<file path="src/rtl/dbl_pkg.sv">
package dbl_pkg;
  localparam int NCH = 2;

  typedef enum logic {
    PART_LO = 1'b0,
    PART_HI = 1'b1
  } part_e;

  typedef struct packed {
    logic we_lo;
    logic we_hi;
  } chan_we_t;
endpackage

</file>
<file path="src/rtl/strobe_decode.sv">
module strobe_decode
  import dbl_pkg::*;
#(
  parameter int NUM_CH = NCH,
  parameter int SEL_W  = 1
) (
  input  logic                clk,
  input  logic                rst,
  input  logic                wr_n,
  input  logic [SEL_W-1:0]    ch_sel,
  input  logic                hi_sel,
  output chan_we_t            we [NUM_CH]
);
  part_e part;
  assign part = part_e'(hi_sel);

  logic [2*NUM_CH-1:0] we_flat;

  for (genvar c = 0; c < NUM_CH; c++) begin : g_ch
    logic hit;
    assign hit       = !wr_n && (ch_sel == SEL_W'(c));
    assign we[c].we_lo = hit && (part == PART_LO);
    assign we[c].we_hi = hit && (part == PART_HI);
    assign we_flat[2*c]   = we[c].we_lo;
    assign we_flat[2*c+1] = we[c].we_hi;
  end

  // A single write never reaches more than one staging register
  assert_single_target_R3: assert property (@(posedge clk) disable iff (rst)
    $onehot0(we_flat));

  // An idle write strobe enables nothing
  assert_idle_quiet_R9: assert property (@(posedge clk) disable iff (rst)
    wr_n |-> (we_flat == '0));
endmodule

</file>
<file path="src/rtl/input_stage.sv">
module input_stage #(
  parameter int BUS_W  = 8,
  parameter int WORD_W = 12,
  localparam int HI_W  = WORD_W - BUS_W
) (
  input  logic              clk,
  input  logic              rst,
  input  logic              we_lo,
  input  logic              we_hi,
  input  logic [BUS_W-1:0]  din,
  output logic [BUS_W-1:0]  lo_nxt,
  output logic [HI_W-1:0]   hi_nxt,
  output logic [BUS_W-1:0]  lo_q,
  output logic [HI_W-1:0]   hi_q
);
  always_comb begin
    lo_nxt = we_lo ? din : lo_q;
    hi_nxt = we_hi ? din[HI_W-1:0] : hi_q;
  end

  always_ff @(posedge clk) begin
    if (rst) begin
      lo_q <= '0;
      hi_q <= '0;
    end else begin
      lo_q <= lo_nxt;
      hi_q <= hi_nxt;
    end
  end

  // Staging registers move only when addressed
  assert_lo_hold_R3: assert property (@(posedge clk) disable iff (rst)
    !we_lo |=> $stable(lo_q));
  assert_hi_hold_R3: assert property (@(posedge clk) disable iff (rst)
    !we_hi |=> $stable(hi_q));

  // High write takes only the low nibble of the bus
  assert_hi_nibble_R2: assert property (@(posedge clk) disable iff (rst)
    we_hi |=> (hi_q == $past(din[HI_W-1:0])));

  // Reset clears both staging registers
  logic rst_seen;
  always_ff @(posedge clk) rst_seen <= rst;
  always_comb begin
    if (rst_seen) begin
      assert_stage_clear_R8: assert ((lo_q == '0) && (hi_q == '0));
    end
  end
endmodule

</file>
<file path="src/rtl/output_stage.sv">
module output_stage #(
  parameter int WORD_W = 12
) (
  input  logic              clk,
  input  logic              rst,
  input  logic              ld_n,
  input  logic [WORD_W-1:0] word_nxt,
  output logic [WORD_W-1:0] word_q
);
  always_ff @(posedge clk) begin
    if (rst)        word_q <= '0;
    else if (!ld_n) word_q <= word_nxt;
  end

  // Output word stays put while the load strobe is high
  assert_out_hold_R7: assert property (@(posedge clk) disable iff (rst)
    ld_n |=> $stable(word_q));

  // Load takes the staging contents including a same-cycle write
  assert_out_load_R6: assert property (@(posedge clk) disable iff (rst)
    !ld_n |=> (word_q == $past(word_nxt)));

  logic rst_seen;
  always_ff @(posedge clk) rst_seen <= rst;
  always_comb begin
    if (rst_seen) begin
      assert_out_clear_R8: assert (word_q == '0);
    end
  end
endmodule

</file>
<file path="src/rtl/dual_byte_loader.sv">
module dual_byte_loader
  import dbl_pkg::*;
#(
  parameter int BUS_W  = 8,
  parameter int WORD_W = 12
) (
  input  logic              clk,
  input  logic              rst,
  input  logic              wr_n,
  input  logic              ld_n,
  input  logic              ch_sel,
  input  logic              hi_sel,
  input  logic [BUS_W-1:0]  din,
  output logic [WORD_W-1:0] out_a,
  output logic [WORD_W-1:0] out_b
);
  localparam int HI_W = WORD_W - BUS_W;

  chan_we_t          we     [NCH];
  logic [WORD_W-1:0] word_q [NCH];

  strobe_decode #(.NUM_CH(NCH), .SEL_W(1)) u_dec (
    .clk    (clk),
    .rst    (rst),
    .wr_n   (wr_n),
    .ch_sel (ch_sel),
    .hi_sel (hi_sel),
    .we     (we)
  );

  for (genvar c = 0; c < NCH; c++) begin : g_chan
    logic [BUS_W-1:0] lo_nxt, lo_q;
    logic [HI_W-1:0]  hi_nxt, hi_q;

    input_stage #(.BUS_W(BUS_W), .WORD_W(WORD_W)) u_in (
      .clk    (clk),
      .rst    (rst),
      .we_lo  (we[c].we_lo),
      .we_hi  (we[c].we_hi),
      .din    (din),
      .lo_nxt (lo_nxt),
      .hi_nxt (hi_nxt),
      .lo_q   (lo_q),
      .hi_q   (hi_q)
    );

    output_stage #(.WORD_W(WORD_W)) u_out (
      .clk      (clk),
      .rst      (rst),
      .ld_n     (ld_n),
      .word_nxt ({hi_nxt, lo_nxt}),
      .word_q   (word_q[c])
    );
  end

  assign out_a = word_q[0];
  assign out_b = word_q[1];

  // Both outputs change only on load edges, never one without the strobe
  assert_joint_update_R5: assert property (@(posedge clk) disable iff (rst)
    ld_n |=> ($stable(out_a) && $stable(out_b)));
endmodule

</file>
<file path="config.mk">
export PLATFORM = sky130hd
export DESIGN_NAME = dual_byte_loader
export DESIGN_NICKNAME = d
export VERILOG_FILES = /design/src/rtl/dbl_pkg.sv /design/src/rtl/strobe_decode.sv /design/src/rtl/input_stage.sv /design/src/rtl/output_stage.sv /design/src/rtl/dual_byte_loader.sv
export SDC_FILE = /design/constraint.sdc
export NUM_CORES = 1
export LEC_CHECK = 0
export ABC_AREA = 1
export BUFFER_PORTS_ARGS = -buffer_cell sky130_fd_sc_hd__buf_2
export CORE_UTILIZATION = 40
export CTS_BUF_LIST = sky130_fd_sc_hd__clkbuf_16
export CTS_CLUSTER_DIAMETER = 30
export DETAILED_ROUTE_END_ITERATION = 12
export REMOVE_ABC_BUFFERS = 1
export SLEW_MARGIN = 30
export SYNTH_ARGS = -nofsm -noshare
export SYNTH_HDL_FRONTEND = slang
export SYNTH_HIERARCHICAL = 1
export SYNTH_SLANG_ARGS = --single-unit
export TNS_END_PERCENT = 50
</file>
<file path="constraint.sdc">
create_clock -name clk -period 1.2 [get_ports clk]
set_input_delay 0.36 -clock clk [delete_from_list [all_inputs] [get_ports clk]]
set_output_delay 0.36 -clock clk [all_outputs]
set_load 0.01 [all_outputs]
</file>
# == Word-level counts from Yosys, hierarchy flattened ==
# Cells that the tools add are included.
# Widths: inputs -> output; s select.
# totals
register_bits,48
in_bits,14
out_inout_bits,24
# op_classes
n_mux,4
n_bitwise,2
reduce_logical,7
# op_table
operator,count
$mux 8,2
$mux 4,2
$logic_and 1x1->1,6
$not 1->1,2
$logic_not 1->1,1

# == Longest topological paths before layout ==
# Gate-level depths: netlist of run 1.
# depth
depth_word,4
ltp_mapped,10
ltp_nobuf,9

# == Modules after synthesis ==
# Netlist of run 1, hierarchy kept.
# by_module_without_submodules
mod,instances,cells_each,area_each_um2
input_stage,2,96,649.4
output_stage,2,76,496.7
strobe_decode,1,9,33.8

# == Worst setup path after synthesis of run 1 ==
# No wires, ideal clock.
# synth_timing
kind,input to register
start,in wr_n
end,reg g_chan[0].u_out.word_q[9]
setup_ps,113
t_arrival_ps,1005
setup_slack_ps,83
cell_stages,8
path_buffers,0
path_cell_list,inv_1 -> nand2_1 -> nor2_1 -> nand2_1 -> nand2_1 -> inv_1 -> nor2_1 -> nor2_1
# synth_rtl
element,line_no,source
start: declaration,dual_byte_loader.sv:9,"input logic wr_n,"
end signal: assignment,output_stage.sv:12,else if (!ld_n) word_q <= word_nxt;
end: declaration,output_stage.sv:8,output logic [WORD_W-1:0] word_q

# == Final worst setup path of run 1 ==
# layout_timing
start,reg g_chan[1].u_out.word_q[3]
end,out out_b[3]
# layout_rtl
element,line_no,source
start: declaration,output_stage.sv:8,
start signal: assignment,output_stage.sv:12,
end: declaration,dual_byte_loader.sv:15,output logic [WORD_W-1:0] out_b
# No word-level cell between the ends.

==> results of run 1 <==
==> path summary, 6_finish.rpt <==
check / to / slack, ns / cells after the start
worst max-delay path: out_b[3] / 0.06 / 1
worst min-delay path: g_chan[0].u_in/lo_q[6] / 0.43 / 5
worst max register to register: g_chan[1].u_out/word_q[0] / 0.41 / 6
worst min register to register: g_chan[0].u_out/word_q[2] / 0.50 / 4
==> cell type report <==
type | instances | area share [%]
clock inverter | 3 | 0.4950
clock buffer | 5 | 4.500
inverter | 97 | 13.64
timing repair buffer | 53 | 11.43
sequential | 48 | 34.56
multi-input combinational | 198 | 32.13
tap | 72 | 3.240
==> stage by stage <==
step	TNS [ns]	area, µm²	hold WS [ns]	power [W]
finish	0	2780	0.4252	0.003620
global route	0	2780	0.4473	0.003842
CTS	0	2780	0.4269	0.003692
detailed placement	-2.630	2641	0.4935	0.002336
global placement	-2.726	2641	0.4903	0.002325
floorplan	-6.612	2233	0.4269	0.002110
==> power by group through the flow <==
stage          clock [W]  combinational, W  sequential (W)
2_1_floorplan          0          0.000324         0.00179
3_3_place_gp           0          0.000568         0.00176
3_5_place_dp           0          0.000577         0.00176
4_1_cts          0.00139          0.000581         0.00172
5_1_grt          0.00145          0.000662         0.00173
6_report         0.00133          0.000567         0.00172
==> routing by layer <==
metal	track usage (%)	wire length (µm)
met1	16.91	1954
met2	28.95	1909
met3	3.837	112
met4	6.111	76
met5	0	0
==> registers in the layout, indices dropped and copies added (netlist names) <==
name and cells:
g_chan.u_out/word_q 24, g_chan.u_in/lo_q 16, g_chan.u_in/hi_q 8
==> cells by family after synthesis <==
kind of cell / count (synthesis) / synth area share, %
buffers and inverters: 107 / 20.28
DFF: 48 / 41.31
and+or+nand+nor: 198 / 38.41
==> synthesized netlist by cell type, drive strengths merged <==
| cell type | instances | area, µm² |
|---|---|---|
| dfxtp | 48 | 960.9 |
| nand2 | 122 | 568.0 |
| buf | 10 | 92.58 |
| nor2 | 76 | 325.3 |
| inv | 97 | 379.1 |
==> qor.yml, run 1 <==
job:
  maxCapViolCount: 0
power_and_ir_drop:
  internal_power_w: 0.002681
  p_sw_share_pct: 25.93
  p_leak_nw: 1.637
  seqPwrFrac_pct: 47.6
  p_clk_share_pct: 36.7
  power_density_nw_per_um2: 1302
  comb_power_share_pct: 15.7
  ir_drop_v: 0.0005501
  p_sw_w: 0.0009386
global_routing:
  gr-total-overflow: 0
  grt_max_degree: 49
  grtUsageTotal_pct: 15.62
  antenna_found_initial: 0
  grt_pass1_wl_um: 7555
  grt_pass1_vias: 1818
place:
  pre_cts_ws_ns: -0.1238
  hpwl_um: 2943
  numPortBuffers: 37
  placed_cells: 468
  routabilityCongestion: 0.7220
worst_setup_path:
  cp-end-kind: "output port"
  slowest_stage: "dfxtp_1"
  critical-path-max-stage-delay_ns: 0.35
  cp_cell_sequence: "buf_2"
  critPathMaxFanout: 2
  cp.required_ns: 0.84
  start_kind: "flip-flop"
  reg2reg_from: "g_chan[1].u_in/lo_q[0]"
  arrival_ns: 0.78
  critPathTopFamily: "flip-flops"
  critical_path_class: "reg2out"
  crit_start: "g_chan[1].u_out/word_q[3]"
  cp_num_buf_inv: 1
timing:
  setup_viol: 0
  final.setup_skew_ns: 0.002549
  period_minus_slack_ns: 1.136
  tightest_slew_ns: 0.3872
  hold_viol: 0
  setup_slack_ns: 0.06369
  slew_headroom_pct: 74.16
  max_freq_mhz: 880.0
  timing.final.crit_share_pct: 94.69
  slew_viol_final: 0
  rsz0062_at_grt: "no"
synthesis:
  netlist_instances: 353
  yosys_warnings: 6
  yosysSeqAreaShare_pct: 41.31
  syn_area_per_cell_um2: 6.589
  synth_seq_cells: 48
  synth_area_um2: 2326
  synth_cell_types: 12
clocking:
  cts_tree: "built"
  cts_buffers: 5
  clk_pin_slew_ns: 0.07
  post_cts_buffers: 0
  cts_buffer_depth: 2
  cts_sinks: 48
  post_cts_resized: 0
  worstSkewPairLatency_ns: 0.28
  cts_hold_buffers: 0
  clockRootBuffer: "clkbuf_16"
  htree_levels: 2
outcome:
  status: "finished, final reports clean"
die:
  start_util_pct: 41.98
  io_pins: 38
  die_w_um: 78.26
  fp.dieH_um: 78.26
  core_um2: 5540
  num_rows: 27
  die-area_um2: 6124
finish:
  final_common_cell: "inv_1"
  multiInputGateArea_um2: 893.4
  fin_nets: 417
  fillers: 570
  areaGrowthSynthToFinish_pct: 19.53
  antenna_cells: 0
  ff_latch_area_um2: 960.9
  layout_common_cells: "inv_1, nand2_1, nor2_1"
  final_core_util_pct: 50.18
  final_cells: 476
  drive_gt1_share_pct: 27.72
routing:
  wl_per_cell_um: 8.511
  via_per_inst: 3.868
  vias: 1841
  antenna_left: 0
  drt_iter0_markers: 52
  first_pass_iters: 2
  wl_um: 4051
  drc: 0
min_path:
  hold_class: "in2reg"
  min_from: "din[6]"
No activity file was read; power rests on OpenSTA's default activity.
==> run 2, diff against run 1 <==
--- a/config.mk
+++ b/config.mk
@@ -5,16 +5,14 @@
 export SDC_FILE = /design/constraint.sdc
 export NUM_CORES = 1
 export LEC_CHECK = 0
-export ABC_AREA = 1
+export ABC_AREA = 0
 export BUFFER_PORTS_ARGS = -buffer_cell sky130_fd_sc_hd__buf_2
 export CORE_UTILIZATION = 40
 export CTS_BUF_LIST = sky130_fd_sc_hd__clkbuf_16
 export CTS_CLUSTER_DIAMETER = 30
 export DETAILED_ROUTE_END_ITERATION = 12
 export REMOVE_ABC_BUFFERS = 1
-export SLEW_MARGIN = 30
 export SYNTH_ARGS = -nofsm -noshare
 export SYNTH_HDL_FRONTEND = slang
-export SYNTH_HIERARCHICAL = 1
 export SYNTH_SLANG_ARGS = --single-unit
 export TNS_END_PERCENT = 50
==> qor.yml, run 2 <==
outcome:
  status: "finished, final reports clean"
place:
  place_area_um2: 1992
  hpwl_um: 2391
  numPortBuffers: 37
  routabilityCongestion: 0.7394
clocking:
  clk_pin_slew_ns: 0.06
  worstSkewPairLatency_ns: 0.27
  cts_buffer_depth: 2
  cts_tree: "built"
  cts_sinks: 48
  htree_levels: 2
  post_cts_buffers: 0
  cts_buffers: 5
  clockRootBuffer: "clkbuf_16"
die:
  io_pins: 38
  start_util_pct: 41.63
  num_rows: 23
  die_w_um: 66.53
  core_um2: 4000
  fp.dieH_um: 66.53
  die-area_um2: 4426
synthesis:
  yosysMostFrequentCell: "dfxtp_1"
  synth_top_area_share_pct: 57.70
  synth_cell_types: 16
  ys.flop_type: "dfxtp_1"
  syn_area_per_cell_um2: 9.796
  netlist_instances: 170
  synth_area_um2: 1665
  synth_area_leaders: "dfxtp_1, mux2i_1, nor2_1"
  async_flop_share_pct: 0
  yosysSeqAreaShare_pct: 57.70
  synthTopCellsByCount: "dfxtp_1, nor2_1, a211oi_1, mux2i_1, nand2_1"
  synth_seq_cells: 48
  yosysTopAreaCell: "dfxtp_1"
  yosys_warnings: 0
  synth_edf_count: 0
finish:
  regMostFlops: "g_chan.u_out.word_q"
  top_regs: "g_chan.u_out.word_q (24), g_chan.u_in.lo_q (16), g_chan.u_in.hi_q (8)"
  design_area_um2: 2175
  final_common_cell: "dfxtp_1"
  areaGrowthSynthToFinish_pct: 30.58
  layout_common_cells: "dfxtp_1, nor2_1, buf_2"
  antenna_cells: 0
  largest_reg_flops: 24
  fin_nets: 226
  drive_gt1_share_pct: 28.91
  final_core_util_pct: 54.36
timing:
  tightest_slew_ns: 0.2779
  hold_slack_ns: 0.3615
  period_minus_slack_ns: 1.159
  setup_viol: 0
  slew_viol_final: 0
  final.setup_skew_ns: 0.002231
  max_freq_mhz: 862.9
  timing.final.crit_share_pct: 96.57
  rsz0062_at_grt: "yes"
  slew_headroom_pct: 81.42
  hold_viol: 0
worst_setup_path:
  cp_cell_sequence: "buf_2 -> or3b_4 -> mux2i_1 -> a211oi_1"
  critical-path-max-stage-delay_ns: 0.44
  rrSetupSlack_ns: 0.46
  cp.required_ns: 1.39
  arrival_ns: 1.35
  slowest_stage: "or3b_4"
  critPathMaxFanout: 5
  regToRegEndpoint: "g_chan[0].u_out.word_q[2]"
  start_kind: "input pin"
  rr_worst_depth: 2
  critPathTopFamily: "simple AND/OR/NAND/NOR gates"
  cp_num_buf_inv: 1
  reg2reg_from: "g_chan[0].u_in.lo_q[2]"
  cp-end-kind: "flip-flop"
  critical_path_class: "in2reg"
routing:
  first_pass_iters: 4
  via_per_inst: 5.077
  drt_iter0_markers: 72
  wl_per_cell_um: 13.33
  vias: 1325
  wl_um: 3478
  drc: 0
  antenna_left: 0
global_routing:
  grtUsageTotal_pct: 17.51
  grt_max_degree: 49
  grt_pass1_wl_um: 5658
  gr-total-overflow: 0
  antenna_found_initial: 0
  grt_pass1_vias: 1249
min_path:
  min_path_cells: 3
  min_from: "din[5]"
  min_to: "g_chan[0].u_in.lo_q[5]"
  hold_class: "in2reg"
power_and_ir_drop:
  power_density_nw_per_um2: 1612
  finalPower_w: 0.003506
  ir_drop_v: 0.0009820
  p_leak_nw: 0.9388
job:
  maxCapViolCount: 0
## run 2: area by class of cell
class / count / area [µm²]
Clock inverter: 1 / 30.03
Clock buffer: 5 / 125.1
Tap cell: 50 / 62.56
Timing Repair Buffer: 47 / 314.1
Sequential cell: 48 / 960.9
Multi-Input combinational cell: 109 / 678.2
Inverter: 1 / 3.754
Fill cell: 379 / 1826
## run 2: per-layer routing
layer | global-route usage, % | vias to the layer above | wire length, µm
met5 | 0 | - | 0
met4 | 8.777 | 0 | 50
met3 | 5.137 | 4 | 102
met2 | 28.83 | 22 | 1700
met1 | 20.59 | 626 | 1625
li1 | - | 673 | -
## run 2: through the flow
stage / TNS, ns / cells / worst slack (ns)
6_report: 0 / 261 / 0.04113
5_1_grt: -0.008056 / 261 / -0.008056
4_1_cts: 0 / 261 / 0.01569
3_5_place_dp: -9.602 / 255 / -0.3248
3_3_place_gp: -8.359 / 255 / -0.2511
2_1_floorplan: -6.018 / 158 / -0.2753
## run 2: timing repair
item                                    CTS  global route
gates resized for setup                   1             6
hold buffers                              0             0
endpoints found under the setup margin    4             9
pin swaps                                 1             3
## run 2: logic make-up (layout without fill, tap and decap cells)
family	Yosys count	count (layout)	synth area share [%]
buffers and inverters	13	54	3.005
AO/OA/AOI/OAI	32	32	13.82
flip-flops	48	48	57.70
multiplexers	16	16	9.617
AND/OR/NAND/NOR	61	61	15.85
## run 2: worst max path at each step
stage	startpoint	endpoint	depth (start not counted)
floorplan	ld_n	g_chan[1].u_out.word_q[1]	3
global placement	wr_n	g_chan[0].u_out.word_q[10]	4
detailed placement	wr_n	g_chan[0].u_out.word_q[10]	4
CTS	hi_sel	g_chan[1].u_out.word_q[5]	6
global route	hi_sel	g_chan[1].u_out.word_q[6]	6
finish	wr_n	g_chan[0].u_out.word_q[9]	4
## run 2: power breakdown
group	switching (W)	leakage, nW	internal, W
Clock	0.000507	0.0757	0.000958
Sequential	0.0000301	0.393	0.00167
Combinational	0.000192	0.470	0.000152
## run 2: tightest hold or removal path: stages
cell and delay [ns]:
buf_2 0.09, mux2i_1 0.07, nor2_1 0.08
